File: src/rtl/sbseq_pkg.sv
package sbseq_pkg;

  typedef enum logic [1:0] {
    COND_FORM0  = 2'b00,
    COND_FORM1  = 2'b01,
    COND_ALWAYS = 2'b10,
    COND_FORCE  = 2'b11
  } sb_cond_e;

  typedef enum logic [1:0] {
    ST_IDLE = 2'b00,
    ST_SEL  = 2'b01,
    ST_XFER = 2'b10
  } seq_state_e;

endpackage

File: src/rtl/sbseq_eligibility.sv
module sbseq_eligibility
  import sbseq_pkg::*;
#(
  parameter int NUM_SUB = 3,
  parameter int LEN_W   = 12,
  parameter int F0_LEN  = 2048,
  parameter int F1_LEN  = 2324
) (
  input  logic [NUM_SUB-1:0]       en,
  input  logic [2*NUM_SUB-1:0]     cond,
  input  logic [NUM_SUB-1:0]       auto_len,
  input  logic [LEN_W*NUM_SUB-1:0] len,
  input  logic                     form_bit,
  input  logic                     mode2,
  output logic [NUM_SUB-1:0]       send_mask,
  output logic [LEN_W*NUM_SUB-1:0] eff_len
);

  for (genvar i = 0; i < NUM_SUB; i++) begin : g_sub
    sb_cond_e   c;
    logic       cond_ok;
    logic [LEN_W-1:0] l;

    assign c = sb_cond_e'(cond[2*i +: 2]);

    always_comb begin
      case (c)
        COND_FORM0: cond_ok = ~form_bit;
        COND_FORM1: cond_ok = form_bit;
        default:    cond_ok = 1'b1;
      endcase
    end

    always_comb begin
      if (auto_len[i] && mode2)
        l = form_bit ? LEN_W'(F1_LEN) : LEN_W'(F0_LEN);
      else
        l = len[LEN_W*i +: LEN_W];
    end

    assign eff_len[LEN_W*i +: LEN_W] = l;
    assign send_mask[i] = en[i] && cond_ok && (l != '0);
  end

endmodule

File: src/rtl/sbseq_picker.sv
module sbseq_picker #(
  parameter int NUM_SUB = 3,
  parameter int IDX_W   = 2
) (
  input  logic [NUM_SUB-1:0] mask,
  output logic               any,
  output logic [IDX_W-1:0]   idx
);

  always_comb begin
    any = 1'b0;
    idx = '0;
    for (int i = NUM_SUB - 1; i >= 0; i--) begin
      if (mask[i]) begin
        any = 1'b1;
        idx = IDX_W'(i);
      end
    end
  end

endmodule

File: src/rtl/sbseq_addr_gen.sv
module sbseq_addr_gen #(
  parameter int ADDR_W = 12,
  parameter int LEN_W  = 12
) (
  input  logic              clk,
  input  logic              rst,
  input  logic              load,
  input  logic [ADDR_W-1:0] load_addr,
  input  logic [LEN_W-1:0]  load_len,
  input  logic              step,
  output logic [ADDR_W-1:0] addr,
  output logic              last
);

  logic [LEN_W-1:0] rem;

  always_ff @(posedge clk) begin
    if (rst) begin
      addr <= '0;
      rem  <= '0;
    end else if (load) begin
      addr <= load_addr;
      rem  <= load_len;
    end else if (step) begin
      addr <= addr + ADDR_W'(1);
      rem  <= rem - LEN_W'(1);
    end
  end

  assign last = (rem == LEN_W'(1));

endmodule

File: src/rtl/sector_subblock_seq.sv
module sector_subblock_seq
  import sbseq_pkg::*;
#(
  parameter int NUM_SUB = 3,
  parameter int ADDR_W  = 12,
  parameter int LEN_W   = 12,
  parameter int F0_LEN  = 2048,
  parameter int F1_LEN  = 2324,
  localparam int IDX_W  = (NUM_SUB > 1) ? $clog2(NUM_SUB) : 1
) (
  input  logic                      clk,
  input  logic                      rst,
  input  logic                      start,
  input  logic                      form_bit,
  input  logic                      mode2,
  input  logic                      host_rdy,
  input  logic [NUM_SUB-1:0]        sb_en,
  input  logic [2*NUM_SUB-1:0]      sb_cond,
  input  logic [NUM_SUB-1:0]        sb_auto,
  input  logic [ADDR_W*NUM_SUB-1:0] sb_start,
  input  logic [LEN_W*NUM_SUB-1:0]  sb_len,
  output logic                      rd_valid,
  output logic [ADDR_W-1:0]         rd_addr,
  output logic [IDX_W-1:0]          rd_sub,
  output logic                      done,
  output logic                      busy
);

  seq_state_e state;

  logic [NUM_SUB-1:0]        send_mask;
  logic [LEN_W*NUM_SUB-1:0]  eff_len;
  logic [NUM_SUB-1:0]        pend;
  logic [LEN_W*NUM_SUB-1:0]  len_q;
  logic [ADDR_W*NUM_SUB-1:0] start_q;
  logic [IDX_W-1:0]          cur;

  logic                      pick_any;
  logic [IDX_W-1:0]          pick_idx;

  logic                      ag_load;
  logic                      ag_step;
  logic [ADDR_W-1:0]         ag_addr;
  logic                      ag_last;

  sbseq_eligibility #(
    .NUM_SUB (NUM_SUB),
    .LEN_W   (LEN_W),
    .F0_LEN  (F0_LEN),
    .F1_LEN  (F1_LEN)
  ) u_elig (
    .en        (sb_en),
    .cond      (sb_cond),
    .auto_len  (sb_auto),
    .len       (sb_len),
    .form_bit  (form_bit),
    .mode2     (mode2),
    .send_mask (send_mask),
    .eff_len   (eff_len)
  );

  sbseq_picker #(
    .NUM_SUB (NUM_SUB),
    .IDX_W   (IDX_W)
  ) u_pick (
    .mask (pend),
    .any  (pick_any),
    .idx  (pick_idx)
  );

  assign ag_load = (state == ST_SEL) && pick_any;
  assign ag_step = (state == ST_XFER) && host_rdy;

  sbseq_addr_gen #(
    .ADDR_W (ADDR_W),
    .LEN_W  (LEN_W)
  ) u_agen (
    .clk       (clk),
    .rst       (rst),
    .load      (ag_load),
    .load_addr (start_q[ADDR_W*pick_idx +: ADDR_W]),
    .load_len  (len_q[LEN_W*pick_idx +: LEN_W]),
    .step      (ag_step),
    .addr      (ag_addr),
    .last      (ag_last)
  );

  always_ff @(posedge clk) begin
    if (rst) begin
      state    <= ST_IDLE;
      pend     <= '0;
      len_q    <= '0;
      start_q  <= '0;
      cur      <= '0;
      rd_valid <= 1'b0;
      rd_addr  <= '0;
      rd_sub   <= '0;
      done     <= 1'b0;
    end else begin
      rd_valid <= 1'b0;
      done     <= 1'b0;
      case (state)
        ST_IDLE: begin
          if (start) begin
            pend    <= send_mask;
            len_q   <= eff_len;
            start_q <= sb_start;
            state   <= ST_SEL;
          end
        end
        ST_SEL: begin
          if (pick_any) begin
            cur            <= pick_idx;
            pend[pick_idx] <= 1'b0;
            state          <= ST_XFER;
          end else begin
            done  <= 1'b1;
            state <= ST_IDLE;
          end
        end
        ST_XFER: begin
          if (host_rdy) begin
            rd_valid <= 1'b1;
            rd_addr  <= ag_addr;
            rd_sub   <= cur;
            if (ag_last) state <= ST_SEL;
          end
        end
        default: state <= ST_IDLE;
      endcase
    end
  end

  assign busy = (state != ST_IDLE);

endmodule

File: config.mk
export PLATFORM = sky130hd
export DESIGN_NAME = sector_subblock_seq
export DESIGN_NICKNAME = d
export VERILOG_FILES = /design/src/rtl/sbseq_pkg.sv /design/src/rtl/sbseq_eligibility.sv /design/src/rtl/sbseq_picker.sv /design/src/rtl/sbseq_addr_gen.sv /design/src/rtl/sector_subblock_seq.sv
export SDC_FILE = /design/constraint.sdc
export NUM_CORES = 1
export LEC_CHECK = 0
export ABC_AREA = 0
export BUFFER_PORTS_ARGS = -buffer_cell sky130_fd_sc_hd__clkbuf_2
export CAP_MARGIN = 0
export CORE_UTILIZATION = 55
export CTS_BUF_LIST = sky130_fd_sc_hd__clkbuf_16
export CTS_CLUSTER_SIZE = 8
export DETAILED_ROUTE_END_ITERATION = 10
export PLACE_DENSITY = 0.79
export SYNTH_ARGS = -nofsm -noshare
export SYNTH_HDL_FRONTEND = slang
export SYNTH_SLANG_ARGS = --single-unit
File: constraint.sdc
create_clock -name clk -period 1.9 [get_ports clk]
set_clock_uncertainty 0.15 [all_clocks]
set_input_delay 0.38 -clock clk [delete_from_list [all_inputs] [get_ports clk]]
set_output_delay 0.38 -clock clk [all_outputs]
set_load 0.01 [all_outputs]
# Yosys cells after proc, flatten, opt, wreduce, memory -nomap -nowiden
# Cells that the tools add are included.
# word_totals
regBits	119
in_bits	90
word_cells	91
# classes
n_addsub	2
multipliers	1
order_cmp	2
eq_ne	10
shifts	2
mux	29
n_bitwise	5
reduce_logical	29
# op_table
operator	n
12-bit two-way mux	7
36-bit by 7-bit variable part select with 12-bit output	2
12-bit nonzero test	3
2-bit two-way mux	7
12-bit by 1-bit adder with 12-bit output, second input constant	1
12-bit by 1-bit == test with 1-bit output, second input constant	1
1-bit logical AND	12
12-bit by 1-bit subtractor with 12-bit output, second input constant	1
9-bit two-way mux	1
2-bit by 1-bit == test with 1-bit output, second input constant	4
2-bit zero test	4
2-bit != test, second input constant	4
1-bit two-way mux	6
3-bit two-way mux	2
1-bit one-hot mux with 2 select lines	3
2-bit one-hot mux with 3 select lines	1
3-bit one-hot mux with 2 select lines	1
2-bit AND reduction	3
3-bit AND reduction	2
2-bit nonzero test	3
2-bit by 2-bit multiplier with 4-bit output, first input constant	1
2-bit OR reduction	2
3-bit AND	1
2-bit by 3-bit less-than comparator with 1-bit output, second input constant	1
5 further kinds	7

# Longest topological paths before layout
# logic_depth
depth_word	11
mapped_depth	7

# Cells and area by module
# Synthesis repeated with hierarchy kept, for this count alone.
# unflattened
hier_cells	734
hier_area_um2	5799.3
# by_module_without_submodules
module	n_inst	cells_per_inst	area_per_inst_um2	seq_area_each_um2
sector_subblock_seq	1	497	3903.7	1901.8
sbseq_addr_gen	1	169	1432.6	480.5
sbseq_eligibility	1	65	442.9	0.0
sbseq_picker	1	3	20.0	0.0

# Worst setup path after synthesis
# No wires, ideal clock.
# synth_timing
path_type	register to register
start	register state[1]
end	register pend[0]
arrival_ns	1.393
slack_ns	0.289
stages_incl_launch_ff	7
path_buffers	2
period_less_slack_ns	1.611
cell_sequence	dfxtp_1 buf_6 or2_1 or2_1 buf_6 a211o_1 a21oi_2
# synth_via
elab_chain_len	3
# synth_rtl
item	line_no	source
start: declaration	sector_subblock_seq.sv:29	seq_state_e state;
start signal: assignment	sector_subblock_seq.sv:90	state <= ST_IDLE;
start signal: assignment	sector_subblock_seq.sv:108	state <= ST_SEL;
start signal: assignment	sector_subblock_seq.sv:115	state <= ST_XFER;
2-bit by 1-bit == test with 1-bit output or 2-bit zero test (tied branches)	sector_subblock_seq.sv:102	case (state)
2-bit != test (no source line) or 2-bit nonzero test (tied branches)	n/a	
3-bit AND reduction (no source line)	n/a	
end signal: assignment	sector_subblock_seq.sv:105	pend <= send_mask;
end: declaration	sector_subblock_seq.sv:33	logic [NUM_SUB-1:0] pend;
# Several ways; a longest one is shown, not always the timed one.
# A chain may end at the register's enable or synchronous reset.

# Worst setup path in the final report
# layout_timing
start	register state[1]
end	register u_agen.rem[2]
# layout_via
elab_chain_len	3
# layout_rtl
item	line_no	source
2-bit by 1-bit == test with 1-bit output or 2-bit == test (tied branches)	sector_subblock_seq.sv:71, sector_subblock_seq.sv:72	
1-bit logical AND (on tied branches)	sector_subblock_seq.sv:71, sector_subblock_seq.sv:72	
12-bit two-way mux or 2-bit nonzero test (tied branches)	n/a	
end signal: assignment	sbseq_addr_gen.sv:23	rem <= load_len;
end signal: assignment	sbseq_addr_gen.sv:26	rem <= rem - LEN_W'(1);
end: declaration	sbseq_addr_gen.sv:15	logic [LEN_W-1:0] rem;
# Several ways; a longest one is shown, not always the timed one.

==> metrics.md <==
| Metric | Value |
|---|---|
| Worst path arrival time | `2.00 ns` |
| Largest net degree at the start of global routing | `83` |
| Largest cells by area after synthesis | `dfxtp_1, nand2_1, a21oi_1, nand3_1, a211oi_1` |
| Ant. Diodes | `0` |
| H-tree Lvls | `4` |
| Worst Hold Depth | `3` |
| First-pass GRT wire length | `24.60 mm` |
| FP Rows | `36` |
| DP Wirelength | `10.40 mm` |
| Endpoint of the worst register-to-register path | `u_agen.rem[2]$_SDFFE_PP0P_` |
| CP Capture Type | `flop` |
| Rel. slew slack | `0.5926` |
| Worst hold path type | `input port to flop` |
| Fin crit share | `0.9737` |
| Core area | `9819 sq um` |
| Port Buffers | `106` |
| Run status | `complete, no violations` |
| Synthesized flop and latch total | `119` |
| CTS max path bufs | `2` |
| Top post-synthesis cells by count | `nand2_1, dfxtp_1, a21oi_1, nand3_1` |
| Final setup viols | `0` |
| DRT antenna net count | `0` |
| Initial Util | `0.5693` |
| GRT Total Usage | `0.3006` |
| Clock tree from TritonCTS | `done` |
| Worst-Margin Slew | `0.6105 ns` |
| Lkg Pwr | `2.746 nW` |
| Largest area contributor in the netlist | `dfxtp_1` |
| Worst-path clk slew | `0.05 ns` |
| Layout Nets | `893` |
| Final Core Density | `0.7009` |
| Antenna violations before repair | `0` |
| Final min period | `1.850 ns` |
| Clock Latency Late Sink | `0.41 ns` |
| Die Height | `102.8 um` |
| Synth top area share | `0.4261` |
| Max Fanout on Critical Path | `11` |
| Routed WL | `15.43 mm` |
| Die X | `102.8 um` |
| Post-synthesis sequential area ratio | `0.4261` |
| RSZ-0062 raised after global routing | `true` |
| Post-synth EDFFs | `0` |
| Routed vias/inst | `5.907` |
| Root Buffer Master | `clkbuf_16` |
| Routed vias | `5,582` |
| Max-slew violations | `0` |
| Synth Cell Area | `5590 sq um` |
| Reg2Reg Setup Slack | `0.05 ns` |
| Hold Vio Cnt, Final | `0` |
| Ys flop type | `dfxtp_1` |
| Iter 0 DRT Violations | `374` |
| Worst setup margin | `0.04997 ns` |
| Drt drc | `0` |
| Total gr overflow | `0` |
| Place WS | `-0.02280 ns` |
| Hold Startpoint | `sb_start[16]` |
| CP required | `2.05 ns` |
| Max cap viols | `0` |
| Total Power | `6.813 mW` |
| Hold Path End | `start_q[16]$_SDFFE_PP0P_` |
| CP Launch Type | `flop` |
| Max rail drop VDD | `637.8 uV` |
| Yosys warns | `0` |
| Synth Area per Inst | `7.930 sq um` |
| RD Place Congestion | `0.9119` |
| Cells on worst reg2reg path | `5` |
| Pwr dens | `989.8 nW/um^2` |
| Layout Area Growth over Synthesis | `23.12%` |
| Final Non-Filler Cells | `945` |
| Vias in the first global route | `5,186` |
| Die area | `10,570 sq um` |
| Fmax | `0.5405 GHz` |
| Num CTS Buffers | `17` |
| Share of cells above drive strength 1 | `0.2278` |
| Synth async-reset ratio | `0` |
| Critical R2R Launch | `state[1]$_SDFFE_PP0P_` |
| Synth Instances | `705` |
| Count leader, synth | `nand2_1` |
| Drt first pass iters | `5` |
| Routed WL per cell | `16.33 um` |
| Top-Level Pins | `107` |
| Synth cell types | `66` |
| CTS sink count | `119` |
| Placed insts | `914` |
| Critical Setup Path Class | `flop to flop` |
| Syn Nets | `798` |
stage by stage:
step	cell area [sq um]	hold slack (ns)	TNS (ns)
floorplan	5590	0.2768	0
global placement	6285	0.2887	0
detailed placement	6285	0.2921	-0.02280
CTS	6869	0.03730	0
global route	6883	0.04922	-0.02872
finish	6883	0.04167	0
layout make-up:
cell class,instances,area [sq um]
Fill cell,835,2937
Clock inverter,14,158.9
Multi-Input combinational cell,517,2910
Tap cell,133,166.4
Inverter,10,37.54
Timing Repair Buffer,135,800.8
Sequential cell,119,2384
Clock buffer,17,425.4
per-layer routing:
| layer | track usage | up-vias | routed length (um) | share of wire |
|---|---|---|---|---|
| met1 | 0.4005 | 2587 | 6499 | 0.42 |
| met5 | 0 | - | 0 | 0 |
| met4 | 0.09101 | 0 | 286 | 0.019 |
| li1 | - | 2692 | - | - |
| met2 | 0.4913 | 271 | 7401 | 0.48 |
| met3 | 0.06237 | 32 | 1244 | 0.081 |
layout by cell type (no fill, tap or decap), drive strengths merged, types with 16 or more instances in the layout:
cell and n:
clkbuf 122, a21oi 102, nor2 26, nor4 16
a211oi 19, dfxtp 119, buf 30, o21ai 18
nand2 154, nand3 34
state kept, by name (all words and copies together), names as in the netlist:
register / cells
len_q: 36
u_agen.addr: 12
start_q: 36
pend: 3
rd_valid: 1
done: 1
rd_addr: 12
cur: 2
state: 2
u_agen.rem: 12
rd_sub: 2
timing repair:
item	in CTS	in global routing
hold endpoints to repair	0	0
hold buffers	0	0
gates resized for setup	0	4
setup endpoints to repair	0	9
buffers inserted	0	0
how the worst max path moves through the flow:
stage	cells past startpoint	start	endpoint
after floorplan	6	state[1]$_SDFFE_PP0P_	pend[0]$_SDFFE_PP0P_
after global placement	6	pend[2]$_SDFFE_PP0P_	u_agen.addr[1]$_SDFFE_PP0P_
after detailed placement	5	pend[2]$_SDFFE_PP0P_	u_agen.rem[4]$_SDFFE_PP0P_
after CTS	6	pend[2]$_SDFFE_PP0P_	u_agen.addr[1]$_SDFFE_PP0P_
after global routing	5	pend[0]$_SDFFE_PP0P_	u_agen.rem[4]$_SDFFE_PP0P_
final	5	state[1]$_SDFFE_PP0P_	u_agen.rem[2]$_SDFFE_PP0P_
worst max-delay path, stage by stage, from the launching register on:
cell	delay, ns
dfxtp_1	0.53
and3b_1	0.38
buf_4	0.24
nand2_1	0.09
xnor2_1	0.13
o211a_1	0.20
cell families (layout without fill, tap and decap cells):
family	Yosys count	count (layout)	synth area share
XOR/XNOR	14	14	0.02193
AO/OA/AOI/OAI	195	195	0.2169
AND/OR/NAND/NOR	302	302	0.2666
adder cells (fa/ha/maj)	3	3	0.006715
multiplexers	3	3	0.005372
flip-flops	119	119	0.4261
buffers and inverters	69	176	0.05640
power breakdown:
group	switching, mW	leakage [nW]	internal, mW
Sequential	0.128	0.973	2.65
Clock	1.14	0.284	2.04
Combinational	0.493	1.49	0.365
Power figures use the tool's default switching activity.
